<file path="config.mk">
export PLATFORM = sky130hd
export DESIGN_NAME = fsp_poller
export DESIGN_NICKNAME = d
export VERILOG_FILES = /design/src/rtl/fsp_pkg.sv /design/src/rtl/fsp_judge.sv /design/src/rtl/fsp_poll_counter.sv /design/src/rtl/fsp_ref_store.sv /design/src/rtl/fsp_poller.sv
export SDC_FILE = /design/constraint.sdc
export NUM_CORES = 1
export LEC_CHECK = 0
export BUFFER_PORTS_ARGS = -buffer_cell sky130_fd_sc_hd__buf_2
export CORE_MARGIN = 5
export CORE_UTILIZATION = 40
export DETAILED_ROUTE_END_ITERATION = 12
export PLACE_DENSITY = 0.7
export SKIP_LAST_GASP = 1
export SYNTH_ARGS = -nofsm -noshare
export SYNTH_HDL_FRONTEND = slang
export SYNTH_SLANG_ARGS = --single-unit
</file>
<file path="constraint.sdc">
create_clock -name clk -period 2.5 [get_ports clk]
set_input_delay 0.25 -clock clk [delete_from_list [all_inputs] [get_ports clk]]
set_output_delay 0.25 -clock clk [all_outputs]
set_load 0.01 [all_outputs]
</file>
<file path="src/rtl/fsp_pkg.sv">
package fsp_pkg;
  typedef enum logic [1:0] {
    RES_NONE    = 2'b00,
    RES_PASS    = 2'b01,
    RES_FAIL    = 2'b10,
    RES_TIMEOUT = 2'b11
  } fsp_result_e;

  typedef enum logic [2:0] {
    V_PASS,
    V_FAIL,
    V_CONFIRM,
    V_BUSY,
    V_REFONLY
  } fsp_verdict_e;

  typedef enum logic [1:0] {
    ST_IDLE,
    ST_ISSUE,
    ST_WAIT
  } fsp_state_e;

  localparam int unsigned BIT_DPOLL  = 7;
  localparam int unsigned BIT_TOGA   = 6;
  localparam int unsigned BIT_ERR    = 5;
  localparam int unsigned BIT_TOGB   = 2;
endpackage

</file>
<file path="src/rtl/fsp_judge.sv">
module fsp_judge
  import fsp_pkg::*;
#(
  parameter int unsigned DW = 16
) (
  input  logic [DW-1:0]  data,
  input  logic           exp_bit,
  input  logic [1:0]     method,
  input  logic           ref_ok,
  input  logic           ref_a,
  input  logic           ref_b,
  input  logic           confirming,
  output fsp_verdict_e   verdict
);
  logic match;
  logic toggled;
  logic use_b;

  assign match   = (data[BIT_DPOLL] == exp_bit);
  assign use_b   = method[1];
  assign toggled = (data[BIT_TOGA] != ref_a) | (use_b & (data[BIT_TOGB] != ref_b));

  always_comb begin
    verdict = V_BUSY;
    if (method == 2'd0) begin
      if (match)                verdict = V_PASS;
      else if (confirming)      verdict = V_FAIL;
      else if (data[BIT_ERR])   verdict = V_CONFIRM;
      else                      verdict = V_BUSY;
    end else begin
      if (!ref_ok)              verdict = V_REFONLY;
      else if (!toggled)        verdict = V_PASS;
      else if (confirming)      verdict = V_FAIL;
      else if (data[BIT_ERR])   verdict = V_CONFIRM;
      else                      verdict = V_BUSY;
    end
  end
endmodule

</file>
<file path="src/rtl/fsp_poll_counter.sv">
module fsp_poll_counter #(
  parameter int unsigned CW = 16
) (
  input  logic          clk,
  input  logic          rst_n,
  input  logic          clr,
  input  logic          inc,
  input  logic [CW-1:0] limit,
  output logic          at_last
);
  localparam int unsigned XW = CW + 1;

  logic [CW-1:0] cnt_q;
  logic [CW-1:0] cnt_d;
  logic [XW-1:0] cnt_plus;

  assign cnt_plus = {1'b0, cnt_q} + XW'(1);
  assign at_last  = (cnt_plus >= {1'b0, limit});

  always_comb begin
    cnt_d = cnt_q;
    if (clr)      cnt_d = '0;
    else if (inc) cnt_d = cnt_plus[CW-1:0];
  end

  always_ff @(posedge clk or negedge rst_n) begin
    if (!rst_n)           cnt_q <= '0;
    else if (clr || inc)  cnt_q <= cnt_d;
  end
endmodule

</file>
<file path="src/rtl/fsp_ref_store.sv">
module fsp_ref_store (
  input  logic clk,
  input  logic rst_n,
  input  logic clr,
  input  logic load,
  input  logic bit_a,
  input  logic bit_b,
  output logic ref_ok,
  output logic ref_a,
  output logic ref_b
);
  always_ff @(posedge clk or negedge rst_n) begin
    if (!rst_n) begin
      ref_ok <= 1'b0;
      ref_a  <= 1'b0;
      ref_b  <= 1'b0;
    end else if (clr) begin
      ref_ok <= 1'b0;
    end else if (load) begin
      ref_ok <= 1'b1;
      ref_a  <= bit_a;
      ref_b  <= bit_b;
    end
  end
endmodule

</file>
<file path="src/rtl/fsp_poller.sv">
module fsp_poller
  import fsp_pkg::*;
#(
  parameter int unsigned AW = 21,
  parameter int unsigned DW = 16,
  parameter int unsigned CW = 16
) (
  input  logic          clk,
  input  logic          rst_n,
  input  logic          start,
  input  logic [AW-1:0] target_addr,
  input  logic [DW-1:0] expect_word,
  input  logic [1:0]    method,
  input  logic [CW-1:0] max_polls,
  output logic          rd_req,
  output logic [AW-1:0] rd_addr,
  input  logic          rd_valid,
  input  logic [DW-1:0] rd_data,
  output logic          busy,
  output logic          done,
  output logic [1:0]    result
);
  // reset: asserted asynchronously, released on the clock
  logic rs_meta, rs_n;
  always_ff @(posedge clk or negedge rst_n) begin
    if (!rst_n) begin
      rs_meta <= 1'b0;
      rs_n    <= 1'b0;
    end else begin
      rs_meta <= 1'b1;
      rs_n    <= rs_meta;
    end
  end

  fsp_state_e    state_q, state_d;
  logic [AW-1:0] addr_q;
  logic          exp_q;
  logic [1:0]    method_q;
  logic [CW-1:0] limit_q;
  logic          confirm_q, confirm_d;
  fsp_result_e   result_q, result_d;
  logic          done_q, done_d;

  logic          accept;
  logic          resp;
  logic          cnt_clr, cnt_inc, cnt_last;
  logic          ref_ok, ref_a, ref_b, ref_load;
  fsp_verdict_e  verdict;

  assign accept = start && (state_q == ST_IDLE);
  assign resp   = rd_valid && (state_q == ST_WAIT);

  fsp_judge #(.DW(DW)) u_judge (
    .data       (rd_data),
    .exp_bit    (exp_q),
    .method     (method_q),
    .ref_ok     (ref_ok),
    .ref_a      (ref_a),
    .ref_b      (ref_b),
    .confirming (confirm_q),
    .verdict    (verdict)
  );

  fsp_poll_counter #(.CW(CW)) u_count (
    .clk     (clk),
    .rst_n   (rs_n),
    .clr     (cnt_clr),
    .inc     (cnt_inc),
    .limit   (limit_q),
    .at_last (cnt_last)
  );

  assign ref_load = resp && (method_q != 2'd0);

  fsp_ref_store u_ref (
    .clk    (clk),
    .rst_n  (rs_n),
    .clr    (accept),
    .load   (ref_load),
    .bit_a  (rd_data[BIT_TOGA]),
    .bit_b  (rd_data[BIT_TOGB]),
    .ref_ok (ref_ok),
    .ref_a  (ref_a),
    .ref_b  (ref_b)
  );

  always_comb begin
    state_d   = state_q;
    confirm_d = confirm_q;
    result_d  = result_q;
    done_d    = 1'b0;
    cnt_clr   = 1'b0;
    cnt_inc   = 1'b0;
    unique case (state_q)
      ST_IDLE: begin
        if (start) begin
          state_d   = ST_ISSUE;
          confirm_d = 1'b0;
          result_d  = RES_NONE;
          cnt_clr   = 1'b1;
        end
      end
      ST_ISSUE: state_d = ST_WAIT;
      ST_WAIT: begin
        if (rd_valid) begin
          unique case (verdict)
            V_PASS: begin
              state_d = ST_IDLE; result_d = RES_PASS; done_d = 1'b1;
            end
            V_FAIL: begin
              state_d = ST_IDLE; result_d = RES_FAIL; done_d = 1'b1;
            end
            V_CONFIRM: begin
              state_d = ST_ISSUE; confirm_d = 1'b1;
            end
            V_BUSY: begin
              if (cnt_last) begin
                state_d = ST_IDLE; result_d = RES_TIMEOUT; done_d = 1'b1;
              end else begin
                state_d = ST_ISSUE; cnt_inc = 1'b1;
              end
            end
            default: state_d = ST_ISSUE;
          endcase
        end
      end
      default: state_d = ST_IDLE;
    endcase
  end

  always_ff @(posedge clk or negedge rs_n) begin
    if (!rs_n) begin
      state_q   <= ST_IDLE;
      confirm_q <= 1'b0;
      result_q  <= RES_NONE;
      done_q    <= 1'b0;
    end else begin
      state_q   <= state_d;
      confirm_q <= confirm_d;
      result_q  <= result_d;
      done_q    <= done_d;
    end
  end

  always_ff @(posedge clk or negedge rs_n) begin
    if (!rs_n) begin
      addr_q   <= '0;
      exp_q    <= 1'b0;
      method_q <= 2'd0;
      limit_q  <= '0;
    end else if (accept) begin
      addr_q   <= target_addr;
      exp_q    <= expect_word[BIT_DPOLL];
      method_q <= method;
      limit_q  <= max_polls;
    end
  end

  assign rd_req  = (state_q == ST_ISSUE);
  assign rd_addr = addr_q;
  assign busy    = (state_q != ST_IDLE);
  assign done    = done_q;
  assign result  = result_q;
endmodule

</file>
==> out/results.txt <==
Outcome: finished, violations left
Failing checks: negative setup slack
Peak supply drop: 0.000547 V
# diodes: 0
Overall die width: 103 microns
Top FF cell, synth: dfrtp_1
Yosys synthesis warning count: 0
Seq/Total Area, Yosys: 0.487
Die height: 103 microns
Hold Crit Depth: 3
Max cap viols: 0
Clk sink count: 67
Port Buffer Count: 73
Number of global-route vias before repair: 3272
Global Route Usage Sum: 0.175
CP arrival: 3.11 ns
Post-synth EDFFs: 0
Worst-path clk slew: 0.08 ns
R2R Path End: u_count.cnt_q[3]
WL final: 8670 microns
Site row count: 33
Antenna viol nets, final: 0
# nets final: 601
R2r startpoint: u_count.cnt_q[9]
Initial antenna violation count: 0
Required time of the worst setup path: 2.74 ns
Largest net degree at the start of global routing: 35
Largest driver fanout on the critical path: 7
CTS tree: built
Worst skew pair latency: 0.34 ns
Max Clk Rate: 348 MHz
Final setup viols: 20
Via Count: 3142
Synth Area in Compound Gates: 0.142
Power consumption: 4.06 mW
Crit path kind: flop to flop
Worst reg-to-reg path cell count: 14
Gate Count Post-Synth: 382
Tightest Pin Transition: 0.576 ns
Setup TNS: -6.19 ns
Dpl cell area: 0.00429 sq mm
Final period utilization: 1.15
FF-to-FF setup slack: -0.37 ns
Worst setup EP type: flop
H-Tree Depth: 3
Slew margin rel.: 0.616
Largest family of logic cells by synthesized area: simple AND/OR/NAND/NOR gates
Hold Violations, Final: 0
Netlist cell types: 46
RSZ-0062 raised after global routing: true
Share of the synthesized area in the top cell type: 0.487
Static leakage: 2.49 nW
Synth-to-Final Area Change: 37.0%
Via-per-instance ratio: 5.08
Synth Register Bits: 67
Total gr overflow: 0
Clock root buffer: clkbuf_8
XOR/XNOR Fraction of Synth Area: 0.0382
First-pass GRT wire length: 14500 microns
DRC violations left: 0
1st-iter DRT viols: 95
Critical Path Source Type: flop
Min-Delay Path Class: primary input to flop
Post-synth ARST share: 1.00
Min Tclk post-route: 2.87 ns
Syn nets: 474
RD Place Congestion: 0.843
Starting Density: 0.415
Min-delay src: target_addr[3]
Wire length per cell: 14.0 microns
Synthesized area: 0.00344 sq mm
Syn_area_per_cell: 9.01 sq um
I/O pin count: 101
Cts bufs inserted: 9
Pins Over Slew Limit: 0
Clock Skew: 0.00846 ns
Full die area: 0.0106 sq mm
Detailed Routing Iterations Pass 1: 5
PD cells: 862 mW/mm^2
Synth top area cells: dfrtp_1 49%, nand2_1 12%, ha_1 6.2%
CTS max path bufs: 2
HPWL Detailed: 6340 microns
Post-synthesis mux area share: 0.00654
Hold Path Sink: rd_addr[3]
Cell accounting for the most synthesized area: dfrtp_1
Final worst setup slack: -0.371 ns
Final Cell Area: 0.00472 sq mm
Area of the core: 0.00830 sq mm
Fraction of layout cells with a size suffix above 1: 0.379
Synth Area in Simple Gates: 0.221
Post-Synth Adder-Cell Area: 0.0618
[synth_stat cells (all sizes together), types with 8 or more instances]
library cell and count:
nor2 14, xnor2 9, o21ai 20, clkbuf 10
a31o 8, inv 20, nand2 109, nand3 14
dfrtp 67, a21oi 19, and3 9, ha 17
[per-layer routing]
| metal | wire length (microns) | global-route usage | vias to the layer above | part of all wire |
|---|---|---|---|---|
| li1 | - | - | 1559 | - |
| met1 | 3890 | 0.225 | 1482 | 0.45 |
| met2 | 4140 | 0.283 | 86 | 0.48 |
| met3 | 510 | 0.0487 | 15 | 0.059 |
| met4 | 129 | 0.0697 | 0 | 0.015 |
| met5 | 0 | 0 | - | 0 |
[area by class of cell]
cell class,count,area (sq um)
Inverter,20,75.1
Sequential cell,67,1680
Clock inverter,7,77.6
Fill cell,700,3580
Timing Repair Buffer,131,815
Multi-Input combinational cell,280,1820
Clock buffer,9,124
Tap cell,105,131
[logic make-up (layout without fill, tap and decap cells)]
family                     after synthesis  in the layout
and+or+nand+nor                        170            170
AOI/OAI and AO/OA                       75             75
DFF                                     67             67
buffers and inverters                   35            167
adders and majority gates               17             17
xor gates and xnor gates                15             15
muxes                                    2              2
other                                    1              1
[cells in the final DEF, fill, tap and decap left out, types with 5 or more instances in the layout]
cell type    n
a21oi_2      9
clkbuf_8     9
dfrtp_1     66
buf_4       54
xnor2_1      6
xor2_1       6
a31o_2       8
buf_2       73
and3_1       5
inv_1       20
a21oi_1     10
nand3_1      9
o21ai_0     19
nand2_1    108
ha_1        16
nor2_1      13
[worst max-delay path, cell delays in order (launching register included)]
cell,delay [ns]
dfrtp_1,0.40
and3_4,0.21
nand3_2,0.09
buf_4,0.15
nor3_4,0.18
xnor2_1,0.10
ha_1,0.34
nand3_2,0.13
nor3_4,0.24
buf_6,0.13
a2bb2oi_4,0.05
and3_4,0.21
buf_4,0.14
and3_1,0.18
a31o_2,0.21
[through the flow]
stage               utilization  cells  setup slack [ns]  hold slack [ns]
detailed placement        0.517    594            -0.444           0.0374
global placement          0.517    594            -0.338           0.0369
finish                    0.568    619            -0.371           0.0862
global route              0.568    619            -0.489           0.0791
CTS                       0.552    615            -0.313           0.0688
floorplan                     -    382            -0.306          -0.0456
[worst max-delay path by stage]
stage,startpoint,to,slack [ns],cells past startpoint
after floorplan,u_count.cnt_q[0],u_count.cnt_q[12],-0.31,13
after global placement,u_count.cnt_q[1],result[1],-0.34,13
after detailed placement,u_count.cnt_q[1],u_count.cnt_q[2],-0.44,14
after CTS,u_count.cnt_q[1],result[1],-0.31,12
after global routing,u_count.cnt_q[0],u_count.cnt_q[3],-0.49,15
final,u_count.cnt_q[9],u_count.cnt_q[3],-0.37,14
[sequential cells by signal, indices dropped and copies added (netlist names)]
| signal | cells |
|---|---|
| done | 1 |
| state_q | 2 |
| method_q | 2 |
| result | 2 |
| limit_q | 16 |
| rs_meta | 1 |
| rd_addr | 21 |
| exp_q | 1 |
| u_ref.ref_ok | 1 |
| rs_n | 1 |
| u_ref.ref_b | 1 |
| confirm_q | 1 |
| u_count.cnt_q | 16 |
| u_ref.ref_a | 1 |
[report_power, final]
part	internal, mW	switching (mW)	total (mW)
clock network	0.467	0.464	0.931
registers	1.45	0.206	1.65
logic	0.590	0.889	1.48
total	2.50	1.56	4.06
[timing repair]
item                                    4_1_cts  5_1_grt
buffers inserted                              4        4
hold endpoints to repair                      2        0
pin swaps                                    11       16
hold buffers                                  1        0
resized for setup                            11       22
endpoints found under the setup margin       20       20
Power figures use the tool's default switching activity.
